===== src/rtl/evb_pkg.sv =====
package evb_pkg;
    localparam int LW = 18;

    typedef enum logic [1:0] {
        K_BAD  = 2'b00,
        K_HEAD = 2'b01,
        K_DATA = 2'b10,
        K_TAIL = 2'b11
    } kind_e;

    localparam int F_TMO    = 0;
    localparam int F_TRUNC  = 1;
    localparam int F_DESYNC = 2;
    localparam int F_GARB   = 3;

    localparam logic [3:0] TAG_EVH  = 4'hA;
    localparam logic [3:0] TAG_DAT  = 4'hD;
    localparam logic [3:0] TAG_FEND = 4'hF;
    localparam logic [3:0] TAG_EVT  = 4'hE;
endpackage


===== src/rtl/evb_link_decoder.sv =====
module evb_link_decoder
    import evb_pkg::*;
#(
    parameter int MAX_WORDS = 4
) (
    input  logic          clk,
    input  logic          rst_n,
    input  logic          in_valid,
    input  logic [LW-1:0] in_word,
    output logic          wr_en,
    output logic [LW-1:0] wr_word
);
    localparam int CW = $clog2(MAX_WORDS + 1);
    localparam logic [CW-1:0] CAP = CW'(MAX_WORDS);

    typedef enum logic [1:0] {L_HUNT, L_BODY, L_DROP} lstate_e;

    lstate_e       st_q, st_d;
    logic [CW-1:0] cnt_q, cnt_d;
    logic          trunc_q, trunc_d, garb_q, garb_d;
    kind_e         kind;

    always_ff @(posedge clk) begin
        if (!rst_n) begin
            st_q    <= L_HUNT;
            cnt_q   <= '0;
            trunc_q <= 1'b0;
            garb_q  <= 1'b0;
        end else begin
            st_q    <= st_d;
            cnt_q   <= cnt_d;
            trunc_q <= trunc_d;
            garb_q  <= garb_d;
        end
    end

    always_comb begin
        kind    = kind_e'(in_word[17:16]);
        st_d    = st_q;
        cnt_d   = cnt_q;
        trunc_d = trunc_q;
        garb_d  = garb_q;
        wr_en   = 1'b0;
        wr_word = in_word;
        unique case (st_q)
            L_HUNT: begin
                if (in_valid && kind == K_HEAD) begin
                    wr_en   = 1'b1;
                    cnt_d   = '0;
                    trunc_d = 1'b0;
                    garb_d  = 1'b0;
                    st_d    = L_BODY;
                end
            end
            L_BODY, L_DROP: begin
                if (in_valid) begin
                    case (kind)
                        K_DATA: begin
                            if (st_q == L_BODY) begin
                                if (cnt_q < CAP) begin
                                    wr_en = 1'b1;
                                    cnt_d = cnt_q + 1'b1;
                                end else begin
                                    trunc_d = 1'b1;
                                    st_d    = L_DROP;
                                end
                            end
                        end
                        K_BAD: garb_d = 1'b1;
                        K_TAIL: begin
                            wr_en   = 1'b1;
                            wr_word = {K_TAIL, 12'h0, garb_q, 1'b0, trunc_q, 1'b0};
                            st_d    = L_HUNT;
                        end
                        K_HEAD: begin
                            wr_en   = 1'b1;
                            wr_word = {K_TAIL, 12'h0, 1'b1, 1'b0, trunc_q, 1'b0};
                            st_d    = L_HUNT;
                        end
                    endcase
                end
            end
            default: st_d = L_HUNT;
        endcase
    end
endmodule


===== src/rtl/evb_frag_fifo.sv =====
module evb_frag_fifo #(
    parameter int W     = 18,
    parameter int DEPTH = 16,
    localparam int LVW  = $clog2(DEPTH + 1)
) (
    input  logic           clk,
    input  logic           rst_n,
    input  logic           wr_en,
    input  logic [W-1:0]   wr_data,
    input  logic           rd_en,
    output logic [W-1:0]   rd_data,
    output logic           empty,
    output logic [LVW-1:0] level
);
    localparam int AW = $clog2(DEPTH);

    logic [W-1:0]   mem [DEPTH];
    logic [AW-1:0]  wp, rp;
    logic [LVW-1:0] cnt;
    logic           do_wr, do_rd;

    assign do_wr   = wr_en && (cnt != LVW'(DEPTH));
    assign do_rd   = rd_en && (cnt != '0);
    assign rd_data = mem[rp];
    assign empty   = (cnt == '0);
    assign level   = cnt;

    always_ff @(posedge clk) begin
        if (!rst_n) begin
            wp  <= '0;
            rp  <= '0;
            cnt <= '0;
        end else begin
            if (do_wr) wp <= wp + 1'b1;
            if (do_rd) rp <= rp + 1'b1;
            cnt <= cnt + LVW'(do_wr) - LVW'(do_rd);
        end
    end

    always_ff @(posedge clk) begin
        if (do_wr) mem[wp] <= wr_data;
    end
endmodule


===== src/rtl/evb_merger.sv =====
module evb_merger
    import evb_pkg::*;
#(
    parameter int N_LINKS = 4,
    parameter int TMO_CYC = 40
) (
    input  logic                       clk,
    input  logic                       rst_n,
    input  logic                       trig,
    input  logic [N_LINKS-1:0][LW-1:0] head,
    input  logic [N_LINKS-1:0]         empty,
    output logic [N_LINKS-1:0]         pop,
    output logic                       out_valid,
    output logic [31:0]                out_data,
    input  logic                       out_ready
);
    localparam int LIDW = (N_LINKS > 1) ? $clog2(N_LINKS) : 1;
    localparam int TW   = $clog2(TMO_CYC + 1);

    typedef enum logic [2:0] {M_IDLE, M_HEAD, M_SLOT, M_COPY, M_SKIP, M_FEND, M_TAIL} mstate_e;

    mstate_e            st_q, st_d;
    logic [LIDW-1:0]    link_q, link_d;
    logic [TW-1:0]      tmr_q, tmr_d;
    logic [3:0]         flags_q, flags_d;
    logic [N_LINKS-1:0] bmap_q, bmap_d;
    logic [15:0]        evt_q, evt_d, diff, bmap_ext;
    logic [7:0]         pend_q, pend_d;
    logic [LW-1:0]      cur;
    logic               cur_empty, tmo_hit;
    kind_e              kind;

    assign cur       = head[link_q];
    assign cur_empty = empty[link_q];
    assign kind      = kind_e'(cur[17:16]);
    assign diff      = evt_q - cur[15:0];
    assign tmo_hit   = (tmr_q == TW'(TMO_CYC - 1));

    always_ff @(posedge clk) begin
        if (!rst_n) begin
            st_q    <= M_IDLE;
            link_q  <= '0;
            tmr_q   <= '0;
            flags_q <= '0;
            bmap_q  <= '0;
            evt_q   <= '0;
            pend_q  <= '0;
        end else begin
            st_q    <= st_d;
            link_q  <= link_d;
            tmr_q   <= tmr_d;
            flags_q <= flags_d;
            bmap_q  <= bmap_d;
            evt_q   <= evt_d;
            pend_q  <= pend_d;
        end
    end

    always_comb begin
        st_d    = st_q;
        link_d  = link_q;
        tmr_d   = tmr_q;
        flags_d = flags_q;
        bmap_d  = bmap_q;
        evt_d   = evt_q;
        pop     = '0;
        pend_d  = pend_q + {7'b0, trig} - {7'b0, (st_q == M_TAIL) && out_ready};
        unique case (st_q)
            M_IDLE: begin
                if (pend_q != '0) st_d = M_HEAD;
                else              pop  = ~empty;
            end
            M_HEAD: begin
                if (out_ready) begin
                    st_d    = M_SLOT;
                    link_d  = '0;
                    tmr_d   = '0;
                    flags_d = '0;
                    bmap_d  = '0;
                end
            end
            M_SLOT, M_COPY, M_SKIP: begin
                if (cur_empty) begin
                    if (tmo_hit) begin
                        flags_d[F_TMO] = 1'b1;
                        st_d           = M_FEND;
                    end else begin
                        tmr_d = tmr_q + 1'b1;
                    end
                end else if (st_q == M_SLOT) begin
                    pop[link_q] = 1'b1;
                    if (kind == K_HEAD) begin
                        if (diff == '0) begin
                            st_d = M_COPY;
                        end else if (!diff[15]) begin
                            st_d = M_SKIP;
                        end else begin
                            flags_d[F_DESYNC] = 1'b1;
                            st_d              = M_COPY;
                        end
                    end
                end else if (st_q == M_SKIP) begin
                    pop[link_q] = 1'b1;
                    if (kind == K_TAIL) st_d = M_SLOT;
                end else begin
                    case (kind)
                        K_DATA: pop[link_q] = out_ready;
                        K_TAIL: begin
                            pop[link_q] = 1'b1;
                            flags_d     = flags_q | cur[3:0];
                            st_d        = M_FEND;
                        end
                        K_HEAD: begin
                            flags_d[F_GARB] = 1'b1;
                            st_d            = M_FEND;
                        end
                        K_BAD: pop[link_q] = 1'b1;
                    endcase
                end
            end
            M_FEND: begin
                if (out_ready) begin
                    bmap_d[link_q] = |flags_q;
                    flags_d        = '0;
                    tmr_d          = '0;
                    if (link_q == LIDW'(N_LINKS - 1)) begin
                        st_d = M_TAIL;
                    end else begin
                        link_d = link_q + 1'b1;
                        st_d   = M_SLOT;
                    end
                end
            end
            M_TAIL: begin
                if (out_ready) begin
                    evt_d = evt_q + 1'b1;
                    st_d  = M_IDLE;
                end
            end
            default: st_d = M_IDLE;
        endcase
    end

    always_comb begin
        bmap_ext                = '0;
        bmap_ext[N_LINKS-1:0]   = bmap_q;
        out_valid               = 1'b0;
        out_data                = '0;
        unique case (st_q)
            M_HEAD: begin
                out_valid = 1'b1;
                out_data  = {TAG_EVH, 12'h0, evt_q};
            end
            M_COPY: begin
                out_valid = !cur_empty && (kind == K_DATA);
                out_data  = {TAG_DAT, 12'h0, cur[15:0]};
            end
            M_FEND: begin
                out_valid = 1'b1;
                out_data  = {TAG_FEND, 4'h0, {{(8 - LIDW){1'b0}}, link_q}, 12'h0, flags_q};
            end
            M_TAIL: begin
                out_valid = 1'b1;
                out_data  = {TAG_EVT, 12'h0, bmap_ext};
            end
            default: begin
                out_valid = 1'b0;
                out_data  = '0;
            end
        endcase
    end
endmodule


===== src/rtl/evb_event_builder.sv =====
module evb_event_builder
    import evb_pkg::*;
#(
    parameter int N_LINKS    = 4,
    parameter int FIFO_DEPTH = 16,
    parameter int MAX_WORDS  = 4,
    parameter int TMO_CYC    = 40,
    parameter int HI_MARK    = 10,
    parameter int LO_MARK    = 4
) (
    input  logic                  clk,
    input  logic                  rst_n,
    input  logic                  trig_i,
    input  logic [N_LINKS-1:0]    link_valid_i,
    input  logic [N_LINKS*18-1:0] link_word_i,
    output logic                  out_valid_o,
    output logic [31:0]           out_data_o,
    input  logic                  out_ready_i,
    output logic                  busy_o
);
    localparam int LVW = $clog2(FIFO_DEPTH + 1);

    logic [N_LINKS-1:0][LW-1:0]  fifo_head, dec_word;
    logic [N_LINKS-1:0][LVW-1:0] fifo_level;
    logic [N_LINKS-1:0]          fifo_empty, fifo_pop, dec_wr;
    logic                        any_hi, all_lo, busy_q;

    for (genvar i = 0; i < N_LINKS; i++) begin : g_link
        evb_link_decoder #(.MAX_WORDS(MAX_WORDS)) u_dec (
            .clk      (clk),
            .rst_n    (rst_n),
            .in_valid (link_valid_i[i]),
            .in_word  (link_word_i[i*LW +: LW]),
            .wr_en    (dec_wr[i]),
            .wr_word  (dec_word[i])
        );
        evb_frag_fifo #(.W(LW), .DEPTH(FIFO_DEPTH)) u_fifo (
            .clk     (clk),
            .rst_n   (rst_n),
            .wr_en   (dec_wr[i]),
            .wr_data (dec_word[i]),
            .rd_en   (fifo_pop[i]),
            .rd_data (fifo_head[i]),
            .empty   (fifo_empty[i]),
            .level   (fifo_level[i])
        );
    end

    evb_merger #(.N_LINKS(N_LINKS), .TMO_CYC(TMO_CYC)) u_merge (
        .clk       (clk),
        .rst_n     (rst_n),
        .trig      (trig_i),
        .head      (fifo_head),
        .empty     (fifo_empty),
        .pop       (fifo_pop),
        .out_valid (out_valid_o),
        .out_data  (out_data_o),
        .out_ready (out_ready_i)
    );

    always_comb begin
        any_hi = 1'b0;
        all_lo = 1'b1;
        for (int i = 0; i < N_LINKS; i++) begin
            if (fifo_level[i] > LVW'(HI_MARK))  any_hi = 1'b1;
            if (fifo_level[i] >= LVW'(LO_MARK)) all_lo = 1'b0;
        end
    end

    always_ff @(posedge clk) begin
        if (!rst_n)      busy_q <= 1'b0;
        else if (any_hi) busy_q <= 1'b1;
        else if (all_lo) busy_q <= 1'b0;
    end

    assign busy_o = busy_q;
endmodule


===== config.mk =====
export PLATFORM = sky130hd
export DESIGN_NAME = evb_event_builder
export DESIGN_NICKNAME = d
export VERILOG_FILES = /design/src/rtl/evb_pkg.sv /design/src/rtl/evb_link_decoder.sv /design/src/rtl/evb_frag_fifo.sv /design/src/rtl/evb_merger.sv /design/src/rtl/evb_event_builder.sv
export SDC_FILE = /design/constraint.sdc
export NUM_CORES = 1
export LEC_CHECK = 0
export BUFFER_PORTS_ARGS = -buffer_cell sky130_fd_sc_hd__clkbuf_2
export CORE_AREA = 2 2 394 396
export CTS_BUF_LIST = sky130_fd_sc_hd__clkbuf_8
export DETAILED_ROUTE_END_ITERATION = 8
export DIE_AREA = 0 0 396 398
export PLACE_DENSITY = 0.59
export SYNTH_ARGS = -nofsm -noshare
export SYNTH_HDL_FRONTEND = slang
export SYNTH_SLANG_ARGS = --single-unit

===== constraint.sdc =====
create_clock -name clk -period 7.16 [get_ports clk]
set_input_delay 1.074 -clock clk [delete_from_list [all_inputs] [get_ports clk]]
set_output_delay 1.074 -clock clk [all_outputs]
set_load 0.1 [all_outputs]

==> results of run 1 <==
## path summary, 6_finish.rpt
check                                   end  slack, ns  cells past startpoint
hold / removal     g_link[3].u_dec.cnt_q[1]       0.46                      2
setup reg to reg  g_link[1].u_fifo.level[4]       1.52                     17
setup / recovery              out_data_o[9]        1.0                      7
hold reg to reg    g_link[3].u_dec.cnt_q[1]       0.46                      2
## state kept, by name, indices dropped and copies added (netlist names), 6 cells and up, named ones only
register	cells
u_merge.tmr_q	6
g_link.u_fifo.rp	16
u_merge.evt_q	16
g_link.u_fifo.wp	16
g_link.u_dec.st_q	8
g_link.u_fifo.level	20
g_link.u_fifo.mem	1152
g_link.u_dec.cnt_q	12
u_merge.pend_q	8
## cell families (layout without fill, tap and decap cells)
logic type	count (synthesis)	in the layout	synth area share, %
AND/OR/NAND/NOR	534	534	4.93
other	1	17	0.00701
XOR/XNOR	57	57	0.933
multiplexers	413	413	16.5
adder cells (fa/ha/maj)	125	125	3.01
AO/OA/AOI/OAI	220	220	2.61
flip-flops	1292	1292	69.9
buffers and inverters	249	658	2.10
## area by class of cell
cell class | instances | share of cell area (%)
clock inverter | 169 | 1.80
tap | 2044 | 4.20
inverter | 111 | 0.689
clock buffer | 213 | 4.82
antenna | 7 | 0.0288
multi-input combinational | 1359 | 25.3
timing repair buffer | 165 | 1.61
sequential | 1292 | 61.5
## power by group through the flow
stage	combinational (mW)	sequential (mW)	clock [mW]
after floorplan	2.39	8.67	0
after global placement	3.10	8.81	0
after detailed placement	3.12	8.82	0
after CTS	3.13	8.66	6.35
after global routing	3.37	8.68	6.66
final	3.10	8.65	6.20
## layout by cell type, fill, tap and decap left out, types with 15 or more instances in the layout
cell,n
mux2i_1,32
xnor2_1,25
a21oi_1,81
xor2_1,32
mux4_2,375
nor3_2,21
and2_1,66
clkbuf_8,213
o21ai_0,50
nor2_4,34
clkinv_1,51
nand4_1,16
clkinv_2,29
dfxtp_1,131
buf_4,62
nor2_2,15
nand2_1,91
nand3_1,21
edfxtp_1,1152
nand2b_1,26
nor2_1,159
ha_1,119
inv_1,167
clkbuf_2,103
## critical path, stage by stage (launching register included)
cell and delay [ns]:
dfxtp_4 0.82, buf_4 0.75, mux4_2 0.60, mux4_2 0.60, mux4_2 0.51, mux2i_1 0.25, nor2_1 0.16, clkbuf_2 0.43
## cell usage after synthesis (9+ instances only)
library cell,count
edfxtp_1,1152
mux4_2,375
nor2_1,207
dfxtp_1,140
ha_1,119
inv_1,107
nand2_1,91
a21oi_1,81
and2_1,66
clkbuf_1,65
o21ai_0,50
buf_2,32
mux2i_1,32
xor2_1,32
nand2b_1,26
nor3_1,26
xnor2_1,25
nand3_1,21
buf_1,16
nand4_1,16
buf_6,14
and3_1,12
nand3b_1,12
nor2b_1,12
buf_4,11
or3_1,10
a211oi_1,9
## through the flow
step / setup WS (ns) / hold slack (ns) / utilization [%]
finish: 0.996 / 0.455 / 39.7
global route: 0.600 / 0.476 / 39.7
CTS: 0.752 / 0.430 / 39.7
detailed placement: 1.45 / 0.452 / 37.0
global placement: 1.49 / 0.444 / 37.0
floorplan: 2.08 / 0.436 / -
## metal layers
| layer | global-route usage [%] | share of wire, % | vias up | wire [um] |
|---|---|---|---|---|
| met1 | 23.2 | 44 | 14500 | 57600 |
| met5 | 0 | 0.0099 | - | 13 |
| met3 | 3.35 | 6.1 | 172 | 8070 |
| met4 | 4.28 | 1.8 | 2 | 2380 |
| met2 | 26.7 | 48 | 861 | 63800 |
| li1 | - | - | 12000 | - |
==> results.json, run 1 <==
{
  "die_w_um": 396,
  "synth_ff_type": "edfxtp_1",
  "synth_top_cell_by_area": "edfxtp_1",
  "ios": 114,
  "power.total_mw": 17.9,
  "port-buffer-count": 103,
  "grt_usage_pct": 16.7,
  "dp_hpwl_mm": 80.0,
  "cts_tree": "built",
  "layout.area.seq_um2": 37400,
  "die-area_um2": 158000,
  "fin_skew_ns": 0.0542,
  "yosys_warnings": 0,
  "root_buffer": "clkbuf_8",
  "post-route-drc-count": 0,
  "syn_area_per_cell_um2": 18.5,
  "rows": 144,
  "gp_congestion": 0.858,
  "die_y_um": 398,
  "dpl-instance-area_um2": 56800,
  "fin_nets": 3339,
  "insertion_delay_ns": 0.93,
  "post-route-cell-area_um2": 60800,
  "critPathCaptureType": "output port",
  "postCtsSetupBuffers": 0,
  "initial_utilization_pct": 34.9,
  "tightest_slew_ns": 1.10,
  "clk_pin_slew_worst_paths_ns": 0.07,
  "drt-pass1-iter-count": 6,
  "required_ns": 6.09,
  "drive_gt1_share_pct": 27.6,
  "slew_violations": 0,
  "yosys-top-cells-area": "edfxtp_1, mux4_2, dfxtp_1, ha_1, nor2_1",
  "p_sw_share_pct": 27.9,
  "setup_violations": 0,
  "vias_per_cell": 5.15,
  "multiInputGateArea_um2": 15400,
  "hold_violations": 0,
  "clock_sinks": 1292,
  "max_freq_ghz": 0.162,
  "fin_cells": 5360,
  "drt_first_iter_violations": 2436,
  "hold_class": "reg -> reg",
  "cts_hold_buf": 0,
  "status": "complete, no violations",
  "h-tree-depth": 4,
  "setup_tns_ns": 0,
  "ys_ff_latch": 1292,
  "final.fill_count": 13800,
  "place_inst": 4971,
  "slew_headroom_pct": 26.6,
  "grt_first_pass_wirelength_mm": 191,
  "max_cap_violations": 0,
  "critPathMaxFanout": 39,
  "finalCriticalPeriod_ns": 6.16,
  "clockPowerShare_pct": 34.5,
  "drtAntennaViolNets": 0,
  "rsz0062_at_grt": "no",
  "arrival_ns": 5.09,
  "syn2layout_area_growth_pct": 13.7,
  "drt_wl_total_mm": 132,
  "coreArea_um2": 153000,
  "criticalPathCategory": "reg -> out",
  "syn-instance-count": 2891,
  "cellInternalPower_mw": 12.9,
  "min_from": "g_link[3].u_dec.cnt_q[1]",
  "p_leak_nw": 19.4,
  "syn_area_um2": 53500,
  "cts_resized": 0,
  "grt_max_degree": 86,
  "antenna_found_initial": 12,
  "power_density_nw_per_um2": 295,
  "grt_overflow": 0,
  "num_vias": 27600,
  "post-route-period-util_pct": 86.1,
  "clk_path_buf_depth": 3,
  "synth_top_area_share_pct": 64.7,
  "grt_pass1_vias": 27800,
  "p_comb_share_pct": 17.3,
  "p_seq_share_pct": 48.2,
  "vdd_drop_max_mv": 0.165,
  "cts-buffers-inserted": 205,
  "synth_edf_count": 1152,
  "cp-start-kind": "flip-flop",
  "async_flop_share_pct": 0,
  "p_switching_mw": 5.01,
  "wl_per_cell_um": 24.6,
  "synth_cell_type_count": 72,
  "ys_seq_area_share_pct": 69.9
}
(Power assumes the default switching activity.)
==> run 2, diff against run 1 <==
CELL_PAD_IN_SITES_DETAIL_PLACEMENT = 0   (was not set)
CELL_PAD_IN_SITES_GLOBAL_PLACEMENT = 2   (was not set)
PLACE_DENSITY = 0.7   (was 0.59)
==> results.json, run 2 (synthesis results as in run 1) <==
{
  "layout_commonest_cell": "edfxtp_1",
  "rsz0062_at_grt": "no",
  "slowest_stage": "dfxtp_4",
  "tightest_slew_ns": 1.14,
  "root_buffer": "clkbuf_8",
  "arrival_ns": 5.08,
  "vdd_drop_max_mv": 0.180,
  "criticalPathCategory": "reg -> out",
  "post-route-period-util_pct": 85.9,
  "setup_tns_ns": 0,
  "hold_class": "reg -> reg",
  "clk_pin_slew_worst_paths_ns": 0.07,
  "drt-pass1-iter-count": 5,
  "required_ns": 6.09,
  "die_y_um": 398,
  "largest_register_ffs": 1152,
  "drtAntennaViolNets": 0,
  "fin_nets": 3354,
  "coreArea_um2": 153000,
  "fin_skew_ns": 0.0565,
  "num_vias": 27400,
  "post-route-drc-count": 0,
  "rows": 144,
  "syn2layout_area_growth_pct": 14.1,
  "antenna_found_initial": 15,
  "crit_path_max_incr_delay_ns": 0.84,
  "dp_hpwl_mm": 79.9,
  "clock_sinks": 1292,
  "grt_usage_pct": 16.9,
  "max_freq_ghz": 0.163,
  "insertion_delay_ns": 0.93,
  "gp_congestion": 0.792,
  "grt_max_degree": 62,
  "vias_per_cell": 5.10,
  "die-area_um2": 158000,
  "clk_path_buf_depth": 3,
  "min_from": "g_link[3].u_dec.cnt_q[1]",
  "cts_hold_buf": 0,
  "initial_utilization_pct": 34.9,
  "layout_common_cells": "edfxtp_1, mux4_2, clkbuf_8",
  "grt_first_pass_wirelength_mm": 193,
  "cts-buffers-inserted": 210,
  "max_cap_violations": 0,
  "port-buffer-count": 103,
  "setup_violations": 0,
  "grt_pass1_vias": 28000,
  "grt_overflow": 0,
  "slew_headroom_pct": 23.6,
  "h-tree-depth": 4,
  "cts_resized": 0,
  "drt_wl_total_mm": 134,
  "status": "complete, no violations",
  "p_leak_nw": 19.6,
  "critPathMaxFanout": 37,
  "wl_per_cell_um": 24.9,
  "path_cells": "buf_4 -> mux4_2 -> mux4_2 -> mux4_2 -> mux2i_1 -> nor2_1 -> clkbuf_2",
  "regMostFlops": "g_link.u_fifo.mem",
  "slew_violations": 0,
  "cp-start-kind": "flip-flop",
  "critPathCaptureType": "output port",
  "finalCriticalPeriod_ns": 6.15,
  "cts_tree": "built",
  "hold_violations": 0,
  "crit_top_cell": "mux4_2",
  "die_w_um": 396,
  "power_density_nw_per_um2": 298,
  "drt_first_iter_violations": 2162,
  "postCtsSetupBuffers": 0,
  "place_inst": 4981,
  "drive_gt1_share_pct": 27.8,
  "ios": 114,
  "fin_cells": 5373
}
-- run 2: cell types whose count changed in the layout (fill, tap and decap cells not counted), moves of 3 or more --
cell / delta
buf_4: +9
nor2_2: +9
bufinv_16: +3
diode_2: -5
inv_12: +3
nor2_4: -9
-- run 2: cell type report --
class | count | area, um^2
Sequential cell | 1292 | 37400
Clock inverter | 175 | 1270
Tap cell | 2044 | 2560
Fill cell | 13800 | 92300
Clock buffer | 215 | 2960
Inverter | 111 | 419
Multi-Input combinational cell | 1359 | 15300
Timing Repair Buffer | 175 | 1070
Antenna cell | 2 | 5.00
-- run 2: final timing paths --
path	slack, ns	end	cells after the start
setup / recovery	1.01	out_data_o[10]	7
hold reg to reg	0.46	g_link[3].u_dec.cnt_q[1]	2
setup reg to reg	1.61	g_link[0].u_fifo.level[4]	19
hold / removal	0.46	g_link[3].u_dec.cnt_q[1]	2
-- run 2: per-layer routing --
metal / up-vias / wire length (um) / GRT usage [%]
li1: 12100 / - / -
met2: 795 / 62600 / 26.5
met5: - / 67 / 0
met1: 14300 / 57200 / 22.7
met4: 8 / 5210 / 7.31
met3: 228 / 8620 / 3.96
-- run 2: power by group --
group,switching [mW],total (mW),internal (mW)
clock network,3.04,6.42,3.38
logic,1.85,3.13,1.29
registers,0.207,8.64,8.43
-- run 2: stage by stage --
step           worst slack (ns)  hold WS (ns)  util [%]  power, mW  instance area (um^2)
2_1_floorplan              2.08         0.436         -       11.1                 53500
3_3_place_gp               1.48         0.444      37.0       12.0                 56800
3_5_place_dp               1.51         0.452      37.0       12.0                 56800
4_1_cts                   0.810         0.366      39.8       18.4                 61000
5_1_grt                   0.723         0.426      39.8       19.0                 61000
6_report                   1.01         0.457      39.8       18.2                 61000
-- run 2: worst max-delay path: cells and delay by family, from the launching register on --
kind | cells | cell delay (ns)
muxes | 4 | 1.94
buffers and inverters | 2 | 1.15
DFF | 1 | 0.84
and+or+nand+nor | 1 | 0.18
==> run 3, diff against run 2 <==
==> constraint.sdc (replaced) <==
create_clock -name clk -period 7.16 [get_ports clk]
set_input_delay 1.432 -clock clk [delete_from_list [all_inputs] [get_ports clk]]
set_output_delay 1.432 -clock clk [all_outputs]
set_load 0.1 [all_outputs]
==> results.json, run 3 (synthesis results as in run 1) <==
{
  "status": "complete, no violations",
  "finalCriticalPeriod_ns": 6.50,
  "p_leak_nw": 19.5,
  "hold_violations": 0,
  "p_sw_share_pct": 28.5,
  "postCtsSetupBuffers": 0,
  "layout_common_cells": "edfxtp_1, mux4_2, clkbuf_8",
  "post-route-drc-count": 0,
  "drt_wl_total_mm": 133,
  "hold_path_depth": 2,
  "hold_slack_ns": 0.453,
  "grt_max_degree": 68,
  "grt_overflow": 0,
  "drtAntennaViolNets": 0,
  "gp_congestion": 0.788,
  "grt_usage_pct": 16.9,
  "vias_per_cell": 5.12,
  "cts-buffers-inserted": 213,
  "hold_class": "reg -> reg",
  "critPathCaptureType": "output port",
  "required_ns": 5.73,
  "min_from": "g_link[0].u_dec.cnt_q[1]",
  "fin_nets": 3360,
  "grt_pass1_vias": 28000,
  "rsz0062_at_grt": "no",
  "layout_commonest_cell": "edfxtp_1",
  "clockPowerShare_pct": 34.0,
  "port-buffer-count": 103,
  "clock_sinks": 1292,
  "cts_hold_buf": 0,
  "cts_tree": "built",
  "slew_headroom_pct": 27.0,
  "vdd_drop_max_mv": 0.158,
  "final.fill_count": 13900,
  "num_vias": 27500,
  "coreArea_um2": 153000,
  "slew_violations": 0,
  "holdPathEnd": "g_link[0].u_dec.cnt_q[1]",
  "largest_register_ffs": 1152,
  "syn2layout_area_growth_pct": 13.7,
  "setup_violations": 0,
  "dpl-instance-area_um2": 56800,
  "r2r_slack_ns": 1.56,
  "p_switching_mw": 5.08,
  "p_seq_share_pct": 48.3,
  "cp-start-kind": "flip-flop",
  "clk_pin_slew_worst_paths_ns": 0.06,
  "arrival_ns": 5.07,
  "ios": 114,
  "die-area_um2": 158000,
  "power_density_nw_per_um2": 294,
  "wl_per_cell_um": 24.8,
  "tightest_slew_ns": 1.09,
  "r2r_end": "g_link[1].u_fifo.level[4]",
  "cts_resized": 0,
  "critPathMaxFanout": 42,
  "reg2reg_depth": 17,
  "root_buffer": "clkbuf_8",
  "post-route-cell-area_um2": 60800,
  "drt_first_iter_violations": 2364,
  "clk_path_buf_depth": 3,
  "grt_first_pass_wirelength_mm": 194,
  "cellInternalPower_mw": 12.8,
  "drt-pass1-iter-count": 5,
  "insertion_delay_ns": 0.94,
  "drive_gt1_share_pct": 28.0,
  "initial_utilization_pct": 34.9,
  "die_w_um": 396,
  "regMostFlops": "g_link.u_fifo.mem",
  "setup_tns_ns": 0,
  "fin_skew_ns": 0.0847,
  "h-tree-depth": 4,
  "antenna_found_initial": 9,
  "dp_hpwl_mm": 80.5,
  "p_comb_share_pct": 17.7,
  "max_cap_violations": 0,
  "die_y_um": 398,
  "max_freq_ghz": 0.154,
  "criticalPathCategory": "reg -> out",
  "post-route-period-util_pct": 90.8,
  "rows": 144
}
-- run 3: cell count changes in the layout (fill, tap and decap cells not counted), sizes merged --
cell and delta:
buf +3, clkbuf +6, bufinv -11, inv -3, clkinvlp -1
-- run 3: how the worst max path moves through the flow --
stage,to,cells past startpoint,start
5_1_grt,out_data_o[6],7,flip-flop
3_3_place_gp,out_data_o[6],7,flip-flop
2_1_floorplan,out_data_o[15],8,flip-flop
3_5_place_dp,out_data_o[6],7,flip-flop
6_report,out_data_o[7],7,flip-flop
4_1_cts,out_data_o[6],7,flip-flop
-- run 3: stage by stage --
step           instances  power (mW)  setup slack [ns]  util [%]
6_report            5367        17.9             0.660      39.7
5_1_grt             5366        18.7             0.341      39.7
4_1_cts             5365        18.1             0.405      39.7
3_5_place_dp        4984        12.0              1.48      37.1
3_3_place_gp        4984        12.0              1.50      37.1
2_1_floorplan       2900        11.1              1.98         -
-- run 3: layout make-up --
cell class	count	area, um^2	share of cell area (%)
Tap cell	2044	2560	4.20
Clock inverter	160	960	1.58
Sequential cell	1292	37400	61.5
Multi-Input combinational cell	1359	15300	25.2
Clock buffer	221	3040	5.00
Antenna cell	2	5.00	0.00823
Inverter	111	419	0.689
Timing Repair Buffer	178	1120	1.83
-- run 3: routing by layer --
metal	global-route usage (%)	vias to the layer above	routed length, um
li1	-	12100	-
met1	23.4	14500	59400
met2	27.7	717	64900
met3	3.13	181	6530
met4	4.15	2	2310
met5	0	-	13
-- run 3: critical path: stages, from the launching register on --
cell and delay (ns):
dfxtp_4 0.75, buf_4 0.77, mux4_2 0.60, mux4_2 0.59
mux4_2 0.55, mux2i_1 0.19, nor2_1 0.14, clkbuf_2 0.44
-- run 3: power by group through the flow --
| stage | Combinational, mW | Sequential [mW] | Clock [mW] |
|---|---|---|---|
| after detailed placement | 3.18 | 8.79 | 0 |
| final | 3.15 | 8.63 | 6.08 |
| after floorplan | 2.39 | 8.67 | 0 |
| after CTS | 3.20 | 8.64 | 6.27 |
| after global placement | 3.18 | 8.79 | 0 |
| after global routing | 3.44 | 8.66 | 6.60 |
